$ cat src/rtl/dbg_match_pkg.sv
package dbg_match_pkg;

    typedef enum logic [1:0] {
        WT_OFF = 2'b00,
        WT_RD  = 2'b01,
        WT_WR  = 2'b10,
        WT_RW  = 2'b11
    } wp_kind_e;

    typedef enum logic {
        CFG_BP = 1'b0,
        CFG_WP = 1'b1
    } cfg_tgt_e;

endpackage

$ cat src/rtl/bp_cmp.sv
module bp_cmp #(
    parameter int ADDR_W = 32,
    parameter int NUM    = 4
) (
    input  logic [NUM-1:0][ADDR_W-1:0] slot,
    input  logic                       pc_vld,
    input  logic [ADDR_W-1:0]          pc,
    output logic [NUM-1:0]             hit_vec
);
    // Bit 0 of each slot is its enable; the rest is compared.
    for (genvar g = 0; g < NUM; g++) begin : g_slot
        assign hit_vec[g] = pc_vld && slot[g][0] &&
                            (slot[g][ADDR_W-1:1] == pc[ADDR_W-1:1]);
    end
endmodule

$ cat src/rtl/wp_cmp.sv
module wp_cmp
    import dbg_match_pkg::*;
#(
    parameter int ADDR_W = 32,
    parameter int NUM    = 4
) (
    input  logic [NUM-1:0][ADDR_W-1:0] addr,
    input  wp_kind_e [NUM-1:0]         kind,
    input  logic                       acc_vld,
    input  logic                       acc_wr,
    input  logic [ADDR_W-1:0]          acc_addr,
    output logic [NUM-1:0]             hit_vec
);
    for (genvar g = 0; g < NUM; g++) begin : g_slot
        logic kind_ok;
        always_comb begin
            unique case (kind[g])
                WT_RD:   kind_ok = !acc_wr;
                WT_WR:   kind_ok = acc_wr;
                WT_RW:   kind_ok = 1'b1;
                default: kind_ok = 1'b0;
            endcase
        end
        assign hit_vec[g] = acc_vld && kind_ok && (addr[g] == acc_addr);
    end
endmodule

$ cat src/rtl/dbg_match_unit.sv
module dbg_match_unit
    import dbg_match_pkg::*;
#(
    parameter int ADDR_W = 32,
    parameter int NUM_BP = 4,
    parameter int NUM_WP = 4,
    parameter int SEL_W  = ((NUM_BP > NUM_WP ? NUM_BP : NUM_WP) > 1) ?
                           $clog2(NUM_BP > NUM_WP ? NUM_BP : NUM_WP) : 1
) (
    input  logic              clk,
    input  logic              rst_n,
    input  logic              dbg_off,
    input  logic              cfg_we,
    input  logic              cfg_kind,
    input  logic [SEL_W-1:0]  cfg_idx,
    input  logic              cfg_clr,
    input  logic [ADDR_W-1:0] cfg_addr,
    input  logic [1:0]        cfg_type,
    input  logic              fetch_vld,
    input  logic [ADDR_W-1:0] fetch_pc,
    input  logic              acc_vld,
    input  logic              acc_wr,
    input  logic [ADDR_W-1:0] acc_addr,
    output logic              bp_hit,
    output logic              wp_hit
);

    typedef struct packed {
        logic [NUM_BP-1:0][ADDR_W-1:0] bp;
        logic [NUM_WP-1:0][ADDR_W-1:0] wa;
        wp_kind_e [NUM_WP-1:0]         wt;
        logic                          pend;
    } st_t;

    st_t st_d, st_q;

    logic [NUM_BP-1:0] bp_vec;
    logic [NUM_WP-1:0] wp_vec;
    logic              bp_raw;
    logic              wp_raw;
    logic              wp_pend;

    bp_cmp #(.ADDR_W(ADDR_W), .NUM(NUM_BP)) u_bp (
        .slot    (st_q.bp),
        .pc_vld  (fetch_vld),
        .pc      (fetch_pc),
        .hit_vec (bp_vec)
    );

    wp_cmp #(.ADDR_W(ADDR_W), .NUM(NUM_WP)) u_wp (
        .addr     (st_q.wa),
        .kind     (st_q.wt),
        .acc_vld  (acc_vld),
        .acc_wr   (acc_wr),
        .acc_addr (acc_addr),
        .hit_vec  (wp_vec)
    );

    assign wp_pend = st_q.pend;

    always_comb begin
        st_d = st_q;
        if (cfg_we) begin
            for (int i = 0; i < NUM_BP; i++) begin
                if (cfg_kind == CFG_BP && cfg_idx == SEL_W'(i)) begin
                    st_d.bp[i] = cfg_clr ? '0 : cfg_addr;
                end
            end
            for (int i = 0; i < NUM_WP; i++) begin
                if (cfg_kind == CFG_WP && cfg_idx == SEL_W'(i)) begin
                    st_d.wa[i] = cfg_clr ? '0 : cfg_addr;
                    st_d.wt[i] = cfg_clr ? WT_OFF : wp_kind_e'(cfg_type);
                end
            end
        end
        bp_raw    = |bp_vec;
        wp_raw    = (|wp_vec) || st_q.pend;
        bp_hit    = bp_raw && !dbg_off;
        wp_hit    = wp_raw && !bp_raw && !dbg_off;
        // Deferred watchpoint waits behind a breakpoint; disable drops it.
        st_d.pend = wp_raw && bp_raw && !dbg_off;
    end

    always_ff @(posedge clk or negedge rst_n) begin
        if (!rst_n) begin
            st_q <= '0;
        end else begin
            st_q <= st_d;
        end
    end

endmodule

$ cat config.mk
export PLATFORM = sky130hd
export DESIGN_NAME = dbg_match_unit
export DESIGN_NICKNAME = d
export VERILOG_FILES = /design/src/rtl/dbg_match_pkg.sv /design/src/rtl/bp_cmp.sv /design/src/rtl/wp_cmp.sv /design/src/rtl/dbg_match_unit.sv
export SDC_FILE = /design/constraint.sdc
export NUM_CORES = 1
export LEC_CHECK = 0
export BUFFER_PORTS_ARGS = -buffer_cell sky130_fd_sc_hd__buf_2
export CELL_PAD_IN_SITES_DETAIL_PLACEMENT = 2
export CELL_PAD_IN_SITES_GLOBAL_PLACEMENT = 2
export CORE_ASPECT_RATIO = 0.6
export CORE_MARGIN = 1
export CORE_UTILIZATION = 38
export CTS_CLUSTER_DIAMETER = 200
export DETAILED_ROUTE_END_ITERATION = 7
export GPL_TIMING_DRIVEN = 0
export PLACE_DENSITY = 0.76
export REMOVE_ABC_BUFFERS = 1
export SLEW_MARGIN = 15
export SYNTH_ARGS = -nofsm -noshare
export SYNTH_HDL_FRONTEND = slang
export SYNTH_SLANG_ARGS = --single-unit
export TNS_END_PERCENT = 30
$ cat constraint.sdc
create_clock -name clk -period 1.8 [get_ports clk]
set_input_delay 0.09 -clock clk [delete_from_list [all_inputs] [get_ports clk]]
set_output_delay 0.09 -clock clk [all_outputs]
set_load 0.005 [all_outputs]
==> tab_implementation.tex, run 1 <==
\begin{tabular}{lr}
\hline
Metric & Value \\
\hline
\multicolumn{2}{l}{\textbf{Routing}} \\
Detailed-route vias per instance & 5.446 \\
Routed via count & 9,699 \\
Wire length per cell after detailed routing & 24.33 um \\
Remaining antenna violation count after routing & 0 \\
Routed Wire Length & 43,330 um \\
Residual DRC & 0 \\
Starting DRT DRC Count & 681 \\
First-pass DRT Iterations & 4 \\
\multicolumn{2}{l}{\textbf{Synthesis}} \\
Unique masters post-synth & 23 \\
Syn. warnings & 0 \\
Syn Inst Count & 1,268 \\
Share of flip-flops with an asynchronous set or reset after synthesis & 1.000 \\
Cell area after synthesis & 12,390 um\^{}2 \\
Share of synthesized area occupied by flip-flops and latches & 0.5353 \\
Predominant post-synthesis flop cell & dfrtp\_1 \\
Count of state elements after synthesis & 265 \\
Number of flops mapped to enable cells by yosys & 0 \\
Post-Synthesis Mean Instance Area & 9.770 um\^{}2 \\
\multicolumn{2}{l}{\textbf{Final layout}} \\
Register Area & 6631 um\^{}2 \\
Count of antenna diodes in the layout & 0 \\
Nets & 1,456 \\
Area Growth Syn to Fin & 16.85\% \\
Fill cell count & 3,319 \\
Area taken by multi-input logic gates & 5664 um\^{}2 \\
Fraction of layout cells with a size suffix above 1 & 0.1377 \\
\multicolumn{2}{l}{\textbf{Clock tree}} \\
CTS tree & done \\
Count of clock tree sinks & 265 \\
H-tree lvl count & 1 \\
Clock tree buffer depth & 3 \\
Total CTS buffers & 28 \\
Clock tree root buffer cell & clkbuf\_16 \\
Latest clock arrival within the worst-skew pair & 0.56 ns \\
Clock slew at reported path FFs & 0.06 ns \\
\multicolumn{2}{l}{\textbf{Timing}} \\
Shortest clock period the worst path allows after layout & 2.605 ns \\
Hold Vio Cnt, Final & 0 \\
Count of final setup violators & 3 \\
Post-route clock period utilization & 1.447 \\
Final worst setup slack & -0.8055 ns \\
Minimum hold slack & 0.05512 ns \\
Max frequency & 0.3838 GHz \\
Final slew viol count & 0 \\
Setup repair after global routing missed its margin & true \\
Worst Clk Skew & 0.009904 ns \\
Max\_slew headroom & 0.3329 \\
Slew of the pin with the lowest slew margin & 0.9974 ns \\
\multicolumn{2}{l}{\textbf{Power and ir drop}} \\
Worst ir drop on vdd & 0.0006740 V \\
Reported leakage power & 6.211 nW \\
Power per standard cell area & 1103 nW/um\^{}2 \\
\multicolumn{2}{l}{\textbf{Job}} \\
Reported max-cap violation count & 0 \\
\multicolumn{2}{l}{\textbf{Placed design}} \\
DP Wirelength & 31,060 um \\
Post-placement setup slack & -0.6034 ns \\
Port-buffer cells & 109 \\
Final GP Congestion & 0.8219 \\
\multicolumn{2}{l}{\textbf{Worst setup path}} \\
Worst Path Buf+Inv & 1 \\
Highest-delay cell along the critical path & nor4\_1 \\
Classification of the worst setup path & register to output pin \\
Data arrival at the endpoint of the critical path & 2.52 ns \\
Dominant delay contributor by cell family on the critical path & simple AND/OR/NAND/NOR gates \\
Critical path cell sequence & xnor2\_1 -> nand4\_1 -> nor4\_1 -> a31oi\_1 -> nand4\_1 -> and3b\_1 -> buf\_2 \\
Crit-path max cell delay & 0.50 ns \\
Worst Setup End Kind & output pin \\
Worst path most repeated cell & nand4\_1 \\
Maximum net fanout on the critical path & 2 \\
Critical Path RT & 1.71 ns \\
Critical path launch point type & register \\
\multicolumn{2}{l}{\textbf{Global routing}} \\
Number of global-route vias before repair & 10,440 \\
All-layer global routing usage & 0.2662 \\
Antenna violations before repair & 2 \\
GRT overflow & 0 \\
Pin count of the biggest net entering global routing & 88 \\
Global-route wire length before repair & 65,870 um \\
\multicolumn{2}{l}{\textbf{Outcome}} \\
Status & finished, violations left \\
Failing checks & negative setup slack \\
\multicolumn{2}{l}{\textbf{Floorplanning}} \\
Number of core rows & 50 \\
Die height & 141.9 um \\
Starting density of the core & 0.3921 \\
Number of placed I/O pins & 111 \\
Die area & 33,350 um\^{}2 \\
Die extent in x & 235.1 um \\
Standard cell core area & 31,590 um\^{}2 \\
\multicolumn{2}{l}{\textbf{Min path}} \\
Path category of the worst min-delay check & input pin to register \\
\hline
\end{tabular}
[sequential cells by signal, indices dropped and copies added, names as in the netlist]
signal and count:
st_q 264, wp_pend 1
[synthesized netlist by cell type (5+ instances only)]
| cell | n | area [um^2] |
|---|---|---|
| dfrtp_1 | 265 | 6631 |
| xnor2_1 | 187 | 1638 |
| clkbuf_1 | 61 | 229.0 |
| o21ai_0 | 264 | 1321 |
| buf_2 | 7 | 35.03 |
| nor4_1 | 27 | 168.9 |
| nand4_1 | 54 | 337.8 |
| nand2b_1 | 34 | 212.7 |
| nand2_1 | 270 | 1013 |
| nand3_1 | 8 | 40.04 |
| xor2_1 | 64 | 560.5 |
| buf_1 | 5 | 18.77 |
[kinds of logic (layout without fill, tap and decap cells)]
| group | count (synthesis) | in the layout | share of synthesized area |
|---|---|---|---|
| AOI/OAI and AO/OA | 265 | 265 | 0.1072 |
| xor gates and xnor gates | 252 | 252 | 0.1788 |
| buffers and inverters | 76 | 173 | 0.02555 |
| DFF | 265 | 265 | 0.5353 |
| muxes | 4 | 4 | 0.003232 |
| and+or+nand+nor | 406 | 406 | 0.1500 |
[through the flow]
step | area (um^2) | setup TNS, ns | total power, mW | cells | utilization
2_1_floorplan | 12070 | -3.143 | 8.984 | 1192 | -
3_3_place_gp | 13140 | -1468.71 | 10.05 | 1717 | 0.4158
3_5_place_dp | 13400 | -11.09 | 10.33 | 1727 | 0.4240
4_1_cts | 14400 | -1.651 | 16.03 | 1781 | 0.4559
5_1_grt | 14480 | -1.800 | 16.67 | 1781 | 0.4582
6_report | 14480 | -1.641 | 15.97 | 1781 | 0.4582
[cells in the final DEF, fill, tap and decap left out, types with 2 or more instances in the layout]
cell type      synthesis  routed
dfrtp_1              265     265
clkinv_2               0       2
nand2_1              270     267
xor2_1                64      64
buf_16                 0       3
nor4_1                27      20
nand2_2                0       3
nor2b_1                3       3
buf_8                  0       2
clkbuf_16              0      29
buf_6                  3       3
nand4_1               54      54
nand3_1                8       4
mux2i_1                4       4
buf_2                  7     108
nor4_2                 0       6
xnor2_2                1      13
clkbuf_8               0       5
xnor2_1              187     174
nor3_1                 4       3
o21ai_0              264     264
nand2b_1              34      34
clkbuf_1              61      11
buf_12                 0       3
nand3_4                0       4
dlygate4sd3_1          0       5
nor2_1                 2       2
[worst paths after layout]
check	cells after the start	slack, ns	start	to
max in group asynchronous	3	0.34	rst_n	st_q[4]$_DFFE_PN0P_
min in group asynchronous	3	0.12	rst_n	st_q[247]$_DFFE_PN0P_
min reg2reg	2	0.49	st_q[5]$_DFFE_PN0P_	st_q[5]$_DFFE_PN0P_
max reg2reg	7	-0.17	st_q[177]$_DFFE_PN0P_	wp_pend$_DFF_PN0_
min	3	0.06	cfg_addr[2]	st_q[75]$_DFFE_PN0P_
max	7	-0.81	st_q[84]$_DFFE_PN0P_	wp_hit
[what timing repair did]
item                       4_1_cts  5_1_grt
hold endpoints to repair       112        0
resized for setup               13       10
pin swaps                        7        5
buffers inserted                 1        0
setup endpoints to repair        3        3
hold buffers                     5        0
[per-layer routing]
metal	track usage	part of all wire
met1	0.4125	0.51
met2	0.3961	0.43
met3	0.03580	0.044
met5	0	0
met4	0.04917	0.018
[worst register-to-register path: cells and delay by family (launching register included)]
family | cells | cell delay, ns
simple gates | 5 | 1.05
buf+inv | 1 | 0.14
xor+xnor | 1 | 0.26
flops | 1 | 0.44
[final cells by class]
class,instances,share of cell area
multi-input cells,927,0.3913
flip-flops and latches,265,0.4581
clock inverters,3,0.001297
clock buffers,45,0.05774
well taps,416,0.03596
repair buffers,125,0.05558
[report_power, final]
part / switching (mW) / internal [mW]
combinational: 1.74 / 1.15
sequential: 0.641 / 6.83
clock: 2.46 / 3.15
(Power assumes the default switching activity.)
==> inputs of run 2 (changes only) <==
Settings changed: ABC_AREA from default to 1, CORE_UTILIZATION 38 to 35, PLACE_DENSITY 0.76 to 0.77.
==> run 2 against run 1 <==
Net effect: die area up 23%; non-clock buffer count up 5; largest power group unchanged; largest cell class unchanged; area after synthesis increased by 14%; utilization is 3.4 points lower; wire length rose by 31%; maximum frequency grew 9.8%; clock power grew 11%; cell area rose by 15%; synthesized cell count is 54% higher; final cell count up 46%; first-iteration DRC count up 28%; the run still ends with negative setup slack left; register-to-register slack better by 0.26 ns.
==> tab_implementation.tex, run 2 <==
\begin{tabular}{lr}
\hline
Metric & Value \\
\hline
\multicolumn{2}{l}{\textbf{Outcome}} \\
Failing checks & negative setup slack \\
Status & finished, violations left \\
\multicolumn{2}{l}{\textbf{Global routing}} \\
All-layer global routing usage & 0.2807 \\
Antenna violations before repair & 4 \\
Number of global-route vias before repair & 14,360 \\
Global-route wire length before repair & 86,220 um \\
GRT overflow & 0 \\
Pin count of the biggest net entering global routing & 93 \\
\multicolumn{2}{l}{\textbf{Power and ir drop}} \\
Reported leakage power & 8.259 nW \\
Proportion of power drawn by flip-flops and latches & 0.429 \\
Worst ir drop on vdd & 0.0007517 V \\
Design internal power & 11.99 mW \\
Overall power consumption & 17.98 mW \\
Comb power frac & 0.224 \\
Power per standard cell area & 1076 nW/um\^{}2 \\
Net Sw Frac & 0.3332 \\
Clk network pwr share & 0.348 \\
Net switching power of the design & 5.990 mW \\
\multicolumn{2}{l}{\textbf{Final layout}} \\
Nets & 2,168 \\
Fraction of layout cells with a size suffix above 1 & 0.1587 \\
Fill cell count & 4,635 \\
Finished layout cell area & 16,710 um\^{}2 \\
Most frequent cells in the layout & nand2\_1, inv\_1, dfrtp\_1 \\
Area Growth Syn to Fin & 18.34\% \\
Register ranked first by flip-flop count & st\_q \\
Most frequent standard cell in the layout excluding fill and tap cells & nand2\_1 \\
Count of antenna diodes in the layout & 0 \\
Largest register FFs & 264 \\
Final Core Density & 0.4243 \\
\multicolumn{2}{l}{\textbf{Synthesis}} \\
Post-Synthesis Mean Instance Area & 7.251 um\^{}2 \\
Number of flops mapped to enable cells by yosys & 0 \\
Unique masters post-synth & 26 \\
Share of cell area taken by muxes after synthesis & 0.05344 \\
Simple-Gate Fraction of Synth Area & 0.2611 \\
Most used standard cell by instance count after synthesis & nand2\_1 \\
Cell area after synthesis & 14,120 um\^{}2 \\
Largest cells by area after synthesis & dfrtp\_1, nand2\_1, o21ai\_0, inv\_1, mux2\_2 \\
Area fraction of the dominant cell type after synthesis & 0.4697 \\
List of most frequent post-synthesis cells & nand2\_1, inv\_1, dfrtp\_1, o21ai\_0, nor2\_1 \\
Cell taking the most area after synthesis & dfrtp\_1 \\
Combinational family with the most area after synthesis & simple AND/OR/NAND/NOR gates \\
Syn. warnings & 0 \\
Share of flip-flops with an asynchronous set or reset after synthesis & 1.000 \\
Syn Inst Count & 1,947 \\
Predominant post-synthesis flop cell & dfrtp\_1 \\
Share of synthesized area occupied by flip-flops and latches & 0.4697 \\
Complex-gate fraction of the synthesized area & 0.1003 \\
Synth Area in XOR/XNOR & 0.01799 \\
Count of state elements after synthesis & 265 \\
Adder and majority gate portion of the synthesized area & 0 \\
\multicolumn{2}{l}{\textbf{Timing}} \\
Count of final setup violators & 2 \\
Setup repair after global routing missed its margin & true \\
Slew of the pin with the lowest slew margin & 1.202 ns \\
Final slew viol count & 0 \\
Setup TNS & -1.071 ns \\
Shortest clock period the worst path allows after layout & 2.372 ns \\
Max frequency & 0.4215 GHz \\
Worst Clk Skew & 0.008260 ns \\
Hold Vio Cnt, Final & 0 \\
Max\_slew headroom & 0.1956 \\
Final worst setup slack & -0.5725 ns \\
Post-route clock period utilization & 1.318 \\
\multicolumn{2}{l}{\textbf{Floorplanning}} \\
Number of core rows & 56 \\
Die height & 157.6 um \\
Starting density of the core & 0.3585 \\
Number of placed I/O pins & 111 \\
Standard cell core area & 39,380 um\^{}2 \\
Die area & 41,170 um\^{}2 \\
Die extent in x & 261.3 um \\
\multicolumn{2}{l}{\textbf{Worst setup path}} \\
Data arrival at the endpoint of the critical path & 2.28 ns \\
Maximum net fanout on the critical path & 2 \\
Worst Setup End Kind & output pin \\
Critical path cell sequence & inv\_1 -> nand2\_1 -> nand2\_2 -> nor2\_1 -> nand2\_1 -> nor2\_2 -> nand2\_1 -> nor2\_1 -> nor2\_2 -> nand3\_1 -> nor2\_2 -> buf\_2 \\
Classification of the worst setup path & register to output pin \\
Crit-path max cell delay & 0.39 ns \\
Highest-delay cell along the critical path & dfrtp\_1 \\
Dominant delay contributor by cell family on the critical path & simple AND/OR/NAND/NOR gates \\
Critical path launch point type & register \\
Worst Path Buf+Inv & 2 \\
Critical Path RT & 1.71 ns \\
\multicolumn{2}{l}{\textbf{Placed design}} \\
Port-buffer cells & 109 \\
DP Wirelength & 42,380 um \\
Final GP Congestion & 0.8596 \\
Instance area at placement & 15,410 um\^{}2 \\
Post-placement setup slack & -0.2676 ns \\
\multicolumn{2}{l}{\textbf{Clock tree}} \\
Clock tree buffer depth & 3 \\
Total CTS buffers & 30 \\
CTS tree & done \\
H-tree lvl count & 1 \\
Clock tree root buffer cell & clkbuf\_16 \\
Latest clock arrival within the worst-skew pair & 0.57 ns \\
Clock slew at reported path FFs & 0.06 ns \\
Count of clock tree sinks & 265 \\
\multicolumn{2}{l}{\textbf{Routing}} \\
Detailed-route vias per instance & 5.121 \\
Residual DRC & 0 \\
First-pass DRT Iterations & 7 \\
Wire length per cell after detailed routing & 21.77 um \\
Starting DRT DRC Count & 874 \\
Remaining antenna violation count after routing & 0 \\
Routed Wire Length & 56,640 um \\
Routed via count & 13,330 \\
\multicolumn{2}{l}{\textbf{Min path}} \\
Path category of the worst min-delay check & input pin to register \\
\multicolumn{2}{l}{\textbf{Job}} \\
Reported max-cap violation count & 0 \\
\hline
\end{tabular}
[run 2: cell count changes after synthesis, moves of 34 or more]
cell,change
nand2_1,+441
inv_1,+284
nor2_1,+180
xnor2_1,-177
mux2_2,+61
xor2_1,-45
nand2b_1,-34
[run 2: worst min-delay path, delay by kind of cell]
family / cells / cell delay (ns)
simple gates: 2 / 0.24
buf+inv: 2 / 0.14
compound gates: 1 / 0.07
[run 2: cell type report]
class / instances / area [um^2] / share of cell area
tap: 522 / 653.1 / 0.03909
multi-input combinational: 1324 / 6389 / 0.3824
timing repair buffer: 130 / 905.9 / 0.05422
inverter: 308 / 1156 / 0.06919
clock buffer: 47 / 915.9 / 0.05482
sequential: 265 / 6631 / 0.3969
clock inverter: 6 / 57.56 / 0.003445
[run 2: power by group through the flow]
stage,Combinational (mW),Clock (mW),Sequential (mW)
3_5_place_dp,3.80,0,7.78
5_1_grt,4.49,6.57,7.82
2_1_floorplan,2.26,0,7.58
4_1_cts,3.94,6.37,7.70
3_3_place_gp,3.52,0,7.70
6_report,4.02,6.25,7.70
[run 2: worst paths after layout]
check	start	to	slack (ns)	cells after the start
setup / recovery	st_q[261]$_DFFE_PN0P_	wp_hit	-0.57	12
hold / removal	cfg_addr[28]	st_q[165]$_DFFE_PN0P_	0.02	5
setup reg to reg	st_q[54]$_DFFE_PN0P_	wp_pend$_DFF_PN0_	0.09	10
hold reg to reg	st_q[6]$_DFFE_PN0P_	st_q[6]$_DFFE_PN0P_	0.51	1
max in group asynchronous	rst_n	st_q[59]$_DFFE_PN0P_	0.18	4
min in group asynchronous	rst_n	st_q[211]$_DFFE_PN0P_	0.10	2
[run 2: cell families (layout without fill, tap and decap cells)]
kind of cell              count (synthesis)  in the layout
DFF                                     265            265
AOI/OAI and AO/OA                       279            279
buffers and inverters                   358            491
and+or+nand+nor                         949            949
xor gates and xnor gates                 29             29
muxes                                    67             67
[run 2: metrics by stage]
stage / hold slack, ns / instances
3_3_place_gp: 0.4183 / 2528
5_1_grt: 0.04427 / 2602
4_1_cts: 0.001277 / 2598
2_1_floorplan: -0.2056 / 1897
6_report: 0.02286 / 2602
3_5_place_dp: 0.1617 / 2540
[run 2: per-layer routing]
metal  part of all wire  vias up  global-route usage
met5                  0        -                   0
met4              0.013        0             0.04956
met3              0.060       48             0.04915
met2               0.42      283              0.4204
met1               0.50     6795              0.4239
li1                   -     6200                   -
[run 2: what timing repair did]
| action | in CTS | in global routing |
|---|---|---|
| buffers inserted | 0 | 4 |
| hold buffers | 5 | 0 |
| gates resized for setup | 44 | 39 |
| hold endpoints to repair | 95 | 0 |
| pin swaps | 15 | 24 |
| endpoints found under the setup margin | 3 | 3 |
==> inputs of run 3 (changes only) <==
Settings changed: PLACE_DENSITY 0.77 to default, PLACE_DENSITY_LB_ADDON from default to 0.1.
==> run 3 against run 2 <==
Net effect: die area unchanged; global-route usage increased by 0.53 points; cell area increased by 1.6%; worst hold slack improved by 0.013 ns; the flow finishes with violations (design-rule violations, negative setup slack); largest cell class unchanged; sequential share of layout area decreased by 0.62 points; register-to-register slack improved by 0.05 ns; critical endpoint unchanged.
==> tab_implementation.tex, run 3 (synthesized netlist as in run 2, its figures left out) <==
\begin{tabular}{lr}
\hline
Metric & Value \\
\hline
\multicolumn{2}{l}{\textbf{Timing}} \\
Final worst setup slack & -0.4954 ns \\
Final slew viol count & 0 \\
Max\_slew headroom & 0.2496 \\
Shortest clock period the worst path allows after layout & 2.295 ns \\
Post-route clock period utilization & 1.275 \\
Count of final setup violators & 2 \\
Worst Clk Skew & 0.006784 ns \\
Setup TNS & -0.9864 ns \\
Setup repair after global routing missed its margin & true \\
Hold Vio Cnt, Final & 0 \\
Slew of the pin with the lowest slew margin & 1.121 ns \\
Max frequency & 0.4357 GHz \\
\multicolumn{2}{l}{\textbf{Outcome}} \\
Status & finished, violations left \\
Failing checks & design-rule violations, negative setup slack \\
\multicolumn{2}{l}{\textbf{Worst setup path}} \\
Maximum net fanout on the critical path & 3 \\
Critical Path RT & 1.71 ns \\
R2R Setup Slk & 0.14 ns \\
Worst Setup End Kind & output pin \\
Worst flop-to-flop path endpoint & wp\_pend\$\_DFF\_PN0\_ \\
Critical path launch point type & register \\
Startpoint of the most critical register-to-register path & st\_q[187]\$\_DFFE\_PN0P\_ \\
Classification of the worst setup path & register to output pin \\
Logic depth of the worst register-to-register path & 11 \\
Data arrival at the endpoint of the critical path & 2.21 ns \\
\multicolumn{2}{l}{\textbf{Clock tree}} \\
CTS tree & done \\
Latest clock arrival within the worst-skew pair & 0.57 ns \\
Clock slew at reported path FFs & 0.07 ns \\
Total CTS buffers & 29 \\
Clock tree root buffer cell & clkbuf\_16 \\
Count of clock tree sinks & 265 \\
Clock tree buffer depth & 3 \\
H-tree lvl count & 1 \\
\multicolumn{2}{l}{\textbf{Power and ir drop}} \\
Power per standard cell area & 1118 nW/um\^{}2 \\
Overall power consumption & 18.98 mW \\
Worst ir drop on vdd & 0.0004602 V \\
Reported leakage power & 8.362 nW \\
\multicolumn{2}{l}{\textbf{Floorplanning}} \\
Die area & 41,170 um\^{}2 \\
Die height & 157.6 um \\
Standard cell core area & 39,380 um\^{}2 \\
Die extent in x & 261.3 um \\
Starting density of the core & 0.3585 \\
Number of core rows & 56 \\
Number of placed I/O pins & 111 \\
\multicolumn{2}{l}{\textbf{Placed design}} \\
Port-buffer cells & 109 \\
Number of placed instances with taps included & 2,541 \\
Post-placement setup slack & -0.4226 ns \\
DP Wirelength & 43,500 um \\
Instance area at placement & 15,450 um\^{}2 \\
Final GP Congestion & 0.8497 \\
\multicolumn{2}{l}{\textbf{Global routing}} \\
Antenna violations before repair & 4 \\
GRT overflow & 0 \\
Number of global-route vias before repair & 14,350 \\
Pin count of the biggest net entering global routing & 90 \\
All-layer global routing usage & 0.2860 \\
Global-route wire length before repair & 87,710 um \\
\multicolumn{2}{l}{\textbf{Routing}} \\
Routed via count & 13,380 \\
Routed Wire Length & 57,610 um \\
First-pass DRT Iterations & 7 \\
Starting DRT DRC Count & 786 \\
Detailed-route vias per instance & 5.136 \\
Remaining antenna violation count after routing & 0 \\
Wire length per cell after detailed routing & 22.12 um \\
Residual DRC & 8 \\
\multicolumn{2}{l}{\textbf{Final layout}} \\
Most frequent standard cell in the layout excluding fill and tap cells & nand2\_1 \\
Most frequent cells in the layout & nand2\_1, inv\_1, dfrtp\_1 \\
Area Growth Syn to Fin & 20.23\% \\
Largest register FFs & 264 \\
Cell Count, Final, Fillers Out & 2,605 \\
Fraction of layout cells with a size suffix above 1 & 0.1730 \\
Nets & 2,168 \\
Register ranked first by flip-flop count & st\_q \\
Finished layout cell area & 16,980 um\^{}2 \\
\multicolumn{2}{l}{\textbf{Min path}} \\
Path category of the worst min-delay check & input pin to asynchronous set/reset pin \\
\multicolumn{2}{l}{\textbf{Job}} \\
Reported max-cap violation count & 0 \\
\hline
\end{tabular}
==> run 3: cell types whose count changed in the layout (fill, tap and decap cells not counted), sizes merged <==
cell	delta
dlygate4sd3	-1
bufinv	+8
buf	+2
diode	+2
clkbuf	-11
clkinv	+4
clkinvlp	-1
==> run 3: worst max-delay path, stage by stage, from the launching register on <==
cell and delay, ns:
dfrtp_1 0.40, nand2_1 0.09, nand4_1 0.20, nor2_4 0.23
nand2_2 0.09, nor2_4 0.16, nand3_2 0.08, nand2_2 0.08
nor2_2 0.05, nor2_2 0.12, buf_2 0.13
==> run 3: what timing repair did <==
item | in CTS | in global routing
hold buffers | 5 | 0
gates resized for setup | 26 | 84
pin swaps | 7 | 41
hold endpoints to repair | 100 | 0
endpoints found under the setup margin | 3 | 3
setup buffers | 0 | 4
==> run 3: final cells by class <==
class / instances / area, um^2
flip-flops and latches: 265 / 6631
clock inverters: 17 / 310.3
inverters: 308 / 1156
clock buffers: 36 / 812.0
multi-input cells: 1324 / 6456
fillers: 4605 / 22400
diodes: 2 / 5.005
well taps: 522 / 653.1
repair buffers: 131 / 950.9
==> run 3: report_power, final <==
| part | internal [mW] | total [mW] | switching (mW) |
|---|---|---|---|
| sequential | 7.06 | 7.71 | 0.648 |
| clock | 4.47 | 7.21 | 2.74 |
| combinational | 1.35 | 4.07 | 2.72 |
| total | 12.9 | 19.0 | 6.11 |
==> run 3: per-layer routing <==
metal  GRT usage  wire length (um)
met5           0                13
met4     0.04596               858
met1      0.4321             29150
met3     0.05299              3264
met2      0.4276             24330
==> run 3: how the worst max path moves through the flow <==
stage	start	to	cells after the start	slack (ns)
after detailed placement	fetch_pc[25]	bp_hit	13	-0.42
after CTS	st_q[194]$_DFFE_PN0P_	bp_hit	12	-0.64
after global placement	rst_n	st_q[123]$_DFFE_PN0P_	1	-4.92
after floorplan	cfg_idx[0]	st_q[11]$_DFFE_PN0P_	4	-0.69
after global routing	st_q[95]$_DFFE_PN0P_	wp_hit	10	-0.60
final	st_q[60]$_DFFE_PN0P_	wp_hit	10	-0.50
==> run 3: metrics by stage <==
| step | hold WS, ns | utilization |
|---|---|---|
| after CTS | 0.01872 | 0.4242 |
| after floorplan | -0.2056 | - |
| after global placement | 0.4489 | 0.3834 |
| after global routing | 0.05122 | 0.4310 |
| final | 0.03558 | 0.4311 |
| after detailed placement | -0.05498 | 0.3924 |
